File: config.mk
export PLATFORM = sky130hd
export DESIGN_NAME = dmac_regfile
export DESIGN_NICKNAME = d
export VERILOG_FILES = /design/src/rtl/dmac_regfile.sv
export SDC_FILE = /design/constraint.sdc
export NUM_CORES = 1
export LEC_CHECK = 0
export ABC_AREA = 1
export BUFFER_PORTS_ARGS = -buffer_cell sky130_fd_sc_hd__buf_2
export CORE_AREA = 2 2 451 453
export DETAILED_ROUTE_END_ITERATION = 6
export DIE_AREA = 0 0 453 455
export HOLD_SLACK_MARGIN = 0.02
export PLACE_DENSITY_LB_ADDON = 0.3
export SLEW_MARGIN = 10
export SYNTH_ARGS = -nofsm -noshare
export SYNTH_HDL_FRONTEND = slang
export SYNTH_SLANG_ARGS = --single-unit
File: constraint.sdc
create_clock -name clk -period 3.37 [get_ports clk]
set_input_delay 0.337 -clock clk [delete_from_list [all_inputs] [get_ports clk]]
set_output_delay 0.337 -clock clk [all_outputs]
set_load 0.02 [all_outputs]
File: src/rtl/dmac_regfile.sv
module dmac_regfile #(
  parameter int NCH    = 8,
  parameter int ADDR_W = 8
) (
  input  logic                  clk,
  input  logic                  rst_n,
  input  logic                  bus_wen,
  input  logic [ADDR_W-1:0]     bus_addr,
  input  logic [31:0]           bus_wdata,
  output logic [31:0]           bus_rdata,
  input  logic [2*NCH-1:0]      ch_state,
  input  logic [NCH-1:0]        ch_done,
  input  logic [NCH-1:0]        ch_err,
  output logic [2*NCH-1:0]      ch_mode,
  output logic [NCH-1:0]        ch_dir,
  output logic [NCH-1:0]        ch_start,
  output logic [128*NCH-1:0]    ch_desc,
  output logic                  irq_out
);
  localparam int NDESC = 4 * NCH;
  localparam int DW    = $clog2(NDESC);
  localparam logic [ADDR_W-1:0] A_CTL0 = ADDR_W'(8'h00);
  localparam logic [ADDR_W-1:0] A_CTL1 = ADDR_W'(8'h04);
  localparam logic [ADDR_W-1:0] A_CTL2 = ADDR_W'(8'h08);
  localparam logic [ADDR_W-1:0] A_STS0 = ADDR_W'(8'h10);
  localparam logic [ADDR_W-1:0] A_DESC = ADDR_W'(8'h20);

  logic [2*NCH-1:0] mode_q;
  logic [NCH-1:0]   dir_q, ien_q, irqf_q, errf_q, start_q;
  logic [31:0]      ctl1_q;
  logic [31:0]      desc_q [NDESC];

  logic [ADDR_W-1:0] a, doff;
  logic [ADDR_W-3:0] didx;
  logic              dhit, w_ctl0, w_ctl2, w_sts0;
  logic [NCH-1:0]    idle;

  assign a      = {bus_addr[ADDR_W-1:2], 2'b00};
  assign doff   = a - A_DESC;
  assign didx   = doff[ADDR_W-1:2];
  assign dhit   = (a >= A_DESC) && (didx < (ADDR_W-2)'(NDESC));
  assign w_ctl0 = bus_wen && a == A_CTL0;
  assign w_ctl2 = bus_wen && a == A_CTL2;
  assign w_sts0 = bus_wen && a == A_STS0;

  assign ch_mode  = mode_q;
  assign ch_dir   = dir_q;
  assign ch_start = start_q;
  assign irq_out  = |(irqf_q & ien_q);

  for (genvar i = 0; i < NCH; i++) begin : g_ch
    assign idle[i] = ch_state[2*i +: 2] == 2'd0;
    for (genvar k = 0; k < 4; k++) begin : g_w
      assign ch_desc[(4*i+k)*32 +: 32] = desc_q[4*i+k];
    end
  end

  always_ff @(posedge clk) begin
    if (!rst_n) begin
      mode_q  <= '0;
      dir_q   <= '0;
      ien_q   <= '0;
      irqf_q  <= '0;
      errf_q  <= '0;
      start_q <= '0;
      ctl1_q  <= '0;
    end else begin
      for (int i = 0; i < NCH; i++) begin
        if (w_ctl0) begin
          mode_q[2*i +: 2] <= bus_wdata[4*i +: 2];
          dir_q[i]         <= bus_wdata[4*i+2];
        end
        start_q[i] <= w_ctl2 && bus_wdata[8+i] && idle[i];
        irqf_q[i]  <= ch_done[i] | (irqf_q[i] & ~(w_sts0 & bus_wdata[i]));
        errf_q[i]  <= (ch_done[i] & ch_err[i]) | (errf_q[i] & ~(w_sts0 & bus_wdata[8+i]));
      end
      if (w_ctl2) ien_q <= bus_wdata[NCH-1:0];
      if (bus_wen && a == A_CTL1) ctl1_q <= bus_wdata;
    end
  end

  always_ff @(posedge clk) begin
    if (bus_wen && dhit) desc_q[didx[DW-1:0]] <= bus_wdata;
  end

  always_comb begin
    bus_rdata = '0;
    if (a == A_CTL0) begin
      for (int i = 0; i < NCH; i++) begin
        bus_rdata[4*i +: 2] = mode_q[2*i +: 2];
        bus_rdata[4*i+2]    = dir_q[i];
      end
    end else if (a == A_CTL1) begin
      bus_rdata = ctl1_q;
    end else if (a == A_CTL2) begin
      bus_rdata[NCH-1:0] = ien_q;
    end else if (a == A_STS0) begin
      bus_rdata[NCH-1:0]      = irqf_q;
      bus_rdata[8 +: NCH]     = errf_q;
      bus_rdata[16 +: 2*NCH]  = ch_state;
    end else if (dhit) begin
      bus_rdata = desc_q[didx[DW-1:0]];
    end
  end

  for (genvar i = 0; i < NCH; i++) begin : g_ast
    AST_START_QUALIFIED: assert property (@(posedge clk) disable iff (!rst_n)
      ch_start[i] |-> $past(w_ctl2 && bus_wdata[8+i] && ch_state[2*i +: 2] == 2'd0));
    AST_ERR_NEEDS_DONE: assert property (@(posedge clk) disable iff (!rst_n)
      $rose(errf_q[i]) |-> $past(ch_done[i] && ch_err[i]));
    AST_FLAG_CLEAR_BY_WRITE: assert property (@(posedge clk) disable iff (!rst_n)
      $fell(irqf_q[i]) |-> $past(w_sts0 && bus_wdata[i] && !ch_done[i]));
  end
  AST_MODE_ONLY_ON_WRITE: assert property (@(posedge clk) disable iff (!rst_n)
    !$stable(ch_mode) |-> $past(w_ctl0));
  AST_IRQ_NEEDS_ENABLE: assert property (@(posedge clk) disable iff (!rst_n)
    (ien_q == '0) |-> !irq_out);
endmodule

======== Word-level counts from Yosys, hierarchy flattened ========
Memory sizes are Yosys's and may differ from the RTL's.
Index checks and enable logic that the tools add are counted.
storage, ports and cells
  bits in writable memories ............... 1024
  register bits ........................... 88
  output and inout port bits .............. 1089
  memories ................................ 1
  word-level logic and storage cells ...... 142
  input port bits ......................... 75
memories
  memory  depth  bits a word  read ports  clocked after memory_dff  write ports  line  RTL
  desc_q  32     32           33          0                         1            31    logic [31:0] desc_q [NDESC];
cells by class
  equality and inequality tests ........... 3
  order comparisons ....................... 2
  muxes and demuxes ....................... 23
  reductions and logical operators ........ 32
  bitwise operators ....................... 73
  $add $sub $neg .......................... 1
operator list
  operator                                                               number
  32-bit 2-to-1 mux                                                      3
  1-bit bitwise AND                                                      40
  24-bit 2-to-1 mux                                                      1
  3-bit 2-to-1 mux                                                       8
  1-bit logical AND                                                      22
  2-bit logical NOT                                                      8
  1-bit NOT                                                              16
  1-bit OR                                                               16
  1-bit 2-to-1 mux                                                       10
  8-bit bitwise AND                                                      1
  8-bit by 6-bit >= comparator with 1-bit output, second input constant  1
  8-bit logical NOT                                                      1
  8-bit 2-to-1 mux                                                       1
  8-bit OR reduction                                                     1
  8-bit by 6-bit subtractor with 8-bit output, second input constant     1
  6-bit by 1-bit == test with 1-bit output, second input constant        1
  6-bit by 2-bit == test with 1-bit output, second input constant        1
  6-bit by 3-bit == test with 1-bit output, second input constant        1
  6-bit less-than comparator, second input constant                      1

======== Longest topological paths before layout ========
  depth after elaboration ................. 8
  depth in mapped cells ................... 15
  gate-level depth less buffers ........... 13

======== Worst setup path before layout ========
Ideal clock, no wire load.
  kind .................................... input to register
  from .................................... in bus_addr[2]
  to ...................................... mem desc_q[0][0] (enable)
  arrival time ............................ 2.856 ns
  stages .................................. 9
  required time ........................... 2.949 ns
  path buffers ............................ 2
  library setup time ...................... 0.421 ns
  slack ................................... 0.093 ns
  path through ............................ buf_4 -> nor2_2 -> buf_2 -> nand4_1 -> a31oi_2 -> inv_1 -> nor2_2 -> nand2_1 -> nor2_1
on the way
  longest elaborated chain between the ends .. 6
  elaborated cells between the ends (all ways) .. 7
  those cells by class .................... add/sub: 1; order compare: 2; mux: 2; reduce/logical: 2
RTL lines
  element                                      line  RTL
  from (decl)                                  8     input logic [ADDR_W-1:0] bus_addr,
  8-bit by 6-bit subtractor with 8-bit output  39    assign doff = a - A_DESC;
  6-bit less-than comparator                   41    assign dhit = (a >= A_DESC) && (didx < (ADDR_W-2)'(NDESC));
  1-bit logical AND                            41
  1-bit logical AND                            83    if (bus_wen && dhit) desc_q[didx[DW-1:0]] <= bus_wdata;
  1-bit 2-to-1 mux                             83
  1-bit 2-to-1 mux (implied by the code)       83
  to (decl)                                    31
Parallel ways exist; a longest one is shown, timed or not.

==> impl_metrics.env <==
export IMPL_ys_async_sr_fraction_pct=0
export IMPL_final_cell_mix="nand2_1 (1,374), buf_2 (1,157), edfxtp_1 (1,024), nor2_1 (319), nand3_1 (222)"
export IMPL_synth_seq_cells=1112
export IMPL_arrival_ns=2.98
export IMPL_finalPower_mw=32.98
export IMPL_coreArea_sq_um=201300
export IMPL_gr_usage_met2_pct=41.41
export IMPL_power_leakage_nw=24.87
export IMPL_die_x_um=453
export IMPL_antenna_found_initial=41
export IMPL_start_util_pct=22.06
export IMPL_seq_power_share_pct=46.2
export IMPL_drv_slew=0
export IMPL_fin_cells=8153
export IMPL_fin_skew_ns=0
export IMPL_yosysSeqAreaShare_pct=73.23
export IMPL_place_inst=7840
export IMPL_cp_required_ns=3.03
export IMPL_die_y_um=455
export IMPL_wl_per_cell_um=34.14
export IMPL_grt_pass1_wl_um=353900
export IMPL_globalRouteTotalUtil_pct=25.88
export IMPL_fill_cells=20780
export IMPL_status="finished clean"
export IMPL_top_usage_layer="met2"
export IMPL_crit_path_start_kind="register"
export IMPL_utilization_pct=30.53
export IMPL_avgSynthCellArea_sq_um=11.33
export IMPL_dr_pass1_iters=6
export IMPL_synth_top_area_share_pct=69.26
export IMPL_cts_root_buf="clkbuf_16"
export IMPL_p_switching_mw=8.801
export IMPL_r2r_start="errf_q[1]$_SDFF_PN0_"
export IMPL_syn_area_sq_um=44400
export IMPL_post_dp_hpwl_um=206000
export IMPL_p_int_mw=24.18
export IMPL_area_growth_pct=38.42
export IMPL_crit_slowest_cell="edfxtp_1"
export IMPL_hp_start="bus_wdata[5]"
export IMPL_worst_slack_ns=0.05144
export IMPL_cts_tree="done"
export IMPL_vdd_drop_max_uv=444.6
export IMPL_detail_route_antenna_nets=0
export IMPL_path_max_fanout=2
export IMPL_synth_largest_area_cell="edfxtp_1"
export IMPL_yosysUniqueCellTypes=32
export IMPL_grt_max_degree=68
export IMPL_crit_start="desc_q[14][19]$_DFFE_PP_"
export IMPL_placed_area_sq_um=56360
export IMPL_synth_area_top_cells="edfxtp_1 (69%), nand2_1 (12%), dfxtp_1 (4.0%)"
export IMPL_hold_viol=0
export IMPL_max_stage_delay_ns=0.48
export IMPL_drt_iter0_drc=5321
export IMPL_synth_edf_count=1024
export IMPL_vias_per_cell=4.788
export IMPL_min_period_ns=3.319
export IMPL_grt_use_met1_pct=33.03
export IMPL_min_period_over_period_pct=98.47
export IMPL_max_freq_mhz=301.3
export IMPL_crit_top_cell="nand2_1"
export IMPL_p_comb_share_pct=9.8
export IMPL_p_per_area_nw_per_um2=536.6
export IMPL_place_gp_congestion=0.9219
export IMPL_synthCells=3920
export IMPL_tns_ns=0
export IMPL_vias=39030
export IMPL_path_clk_slew_ns=0.06
export IMPL_synth_nets=4001
export IMPL_drive_gt1_share_pct=32.56
export IMPL_end_kind="output pin"
export IMPL_numClockSinks=1112
export IMPL_drc=0
export IMPL_cts_buffer_depth=3
export IMPL_htreeDepth=4
export IMPL_clock_latency_ns=0.81
export IMPL_portBuffers=1161
export IMPL_yosysWarningCount=0
export IMPL_std_cell_rows=165
export IMPL_dominantRegCellSynth="edfxtp_1"
export IMPL_gr_total_overflow=0
export IMPL_wl_um=278300
export IMPL_critPathKind="register to output pin"
export IMPL_grt_util_met3_pct=6.344
export IMPL_cts_buffers=132
export IMPL_nets=5438
export IMPL_power_share_switching_pct=26.69
export IMPL_grt_pass1_vias=36920
export IMPL_final_common_cell="nand2_1"
export IMPL_whs_ns=0.05694
export IMPL_io_pins=1164
export IMPL_design_die_area_sq_um=206100
export IMPL_tightestPinTransition_ns=1.206
export IMPL_stdcell_area_sq_um=61460
export IMPL_pre_cts_slack_ns=-0.3762
export IMPL_crit_chain="nand2_1 > nand2_1 > o21ai_0 > nand2_1 > nor2_2 > nand2_2 > nand3_1 > nand3_1 > nand2_1 > inv_1 > buf_2"
export IMPL_hold_class="primary input to register"
export IMPL_max_cap_violations=0
export IMPL_setup_violations_final=0
export IMPL_max_slew_margin_rel_pct=19.58
export IMPL_power_share_clock_pct=44.0
[final cells by class]
type	count	area, sq um	share of cell area (%)
repair buffers	1505	9783	15.92
inverters	151	589.3	0.9589
diodes	18	45.04	0.07329
clock inverters	74	755.7	1.230
well taps	2672	3343	5.440
clock buffers	166	3547	5.772
multi-input cells	2455	10880	17.71
flip-flops and latches	1112	32510	52.90
[per-layer routing]
metal	up-vias	part of all wire, %
met5	-	0.020
met3	433	9.3
met1	19690	40
met4	8	4.9
li1	16330	-
met2	2565	46
[what timing repair did]
item                                   in CTS  in global routing
pin swaps                                   0                  8
endpoints found under the hold margin      38                  0
resized for setup                          41                 22
buffers inserted                            4                  6
gates cloned                                0                  1
setup endpoints to repair                  22                 14
hold buffers                               44                  0
[logic make-up after synthesis]
group	share of synthesized area [%]
XOR/XNOR	0.01973
buffers and inverters	3.292
flip-flops	73.23
AND/OR/NAND/NOR	19.49
AO/OA/AOI/OAI	3.802
adder cells (fa/ha/maj)	0.1691
[synth_stat cells (3+ instances only)]
cell	instances
nand4_1	102
ha_1	6
buf_4	5
a22oi_1	9
inv_1	141
a21oi_1	213
or2_2	24
buf_1	39
nor2_2	5
nand2_2	3
nor2_1	370
inv_2	9
nand3_1	229
nand2_1	1380
buf_2	91
clkbuf_1	66
dfxtp_1	88
o21ai_0	98
edfxtp_1	1024
[power groups by stage]
stage | logic (mW) | registers, mW | clock network [mW]
after floorplan | 0.976 | 15.6 | 0
after global placement | 3.15 | 15.5 | 0
after detailed placement | 3.14 | 15.5 | 0
after CTS | 3.22 | 15.2 | 14.7
after global routing | 3.37 | 15.2 | 15.2
final | 3.23 | 15.2 | 14.5
[flip-flops by register name, summed over array words and instances (netlist names)]
name and cells:
desc_q 1024, ien_q 8, ctl1_q 32, ch_mode 16, errf_q 8, ch_start 8
irqf_q 8, ch_dir 8
[critical path: cells and delay by family, from the launching register on]
family	cells	cell delay (ns)
AO/OA/AOI/OAI	1	0.20
buffers and inverters	2	0.23
flip-flops	1	0.48
AND/OR/NAND/NOR	8	1.25
[worst paths after layout]
check                                              end  slack (ns)  depth (start not counted)
worst max-delay path                     bus_rdata[19]        0.05                         11
worst min-delay path            ctl1_q[5]$_SDFFE_PN0P_        0.06                          3
worst max register to register    errf_q[1]$_SDFF_PN0_        2.23                          3
worst min register to register    errf_q[7]$_SDFF_PN0_        0.49                          2
(Power assumes the default switching activity.)
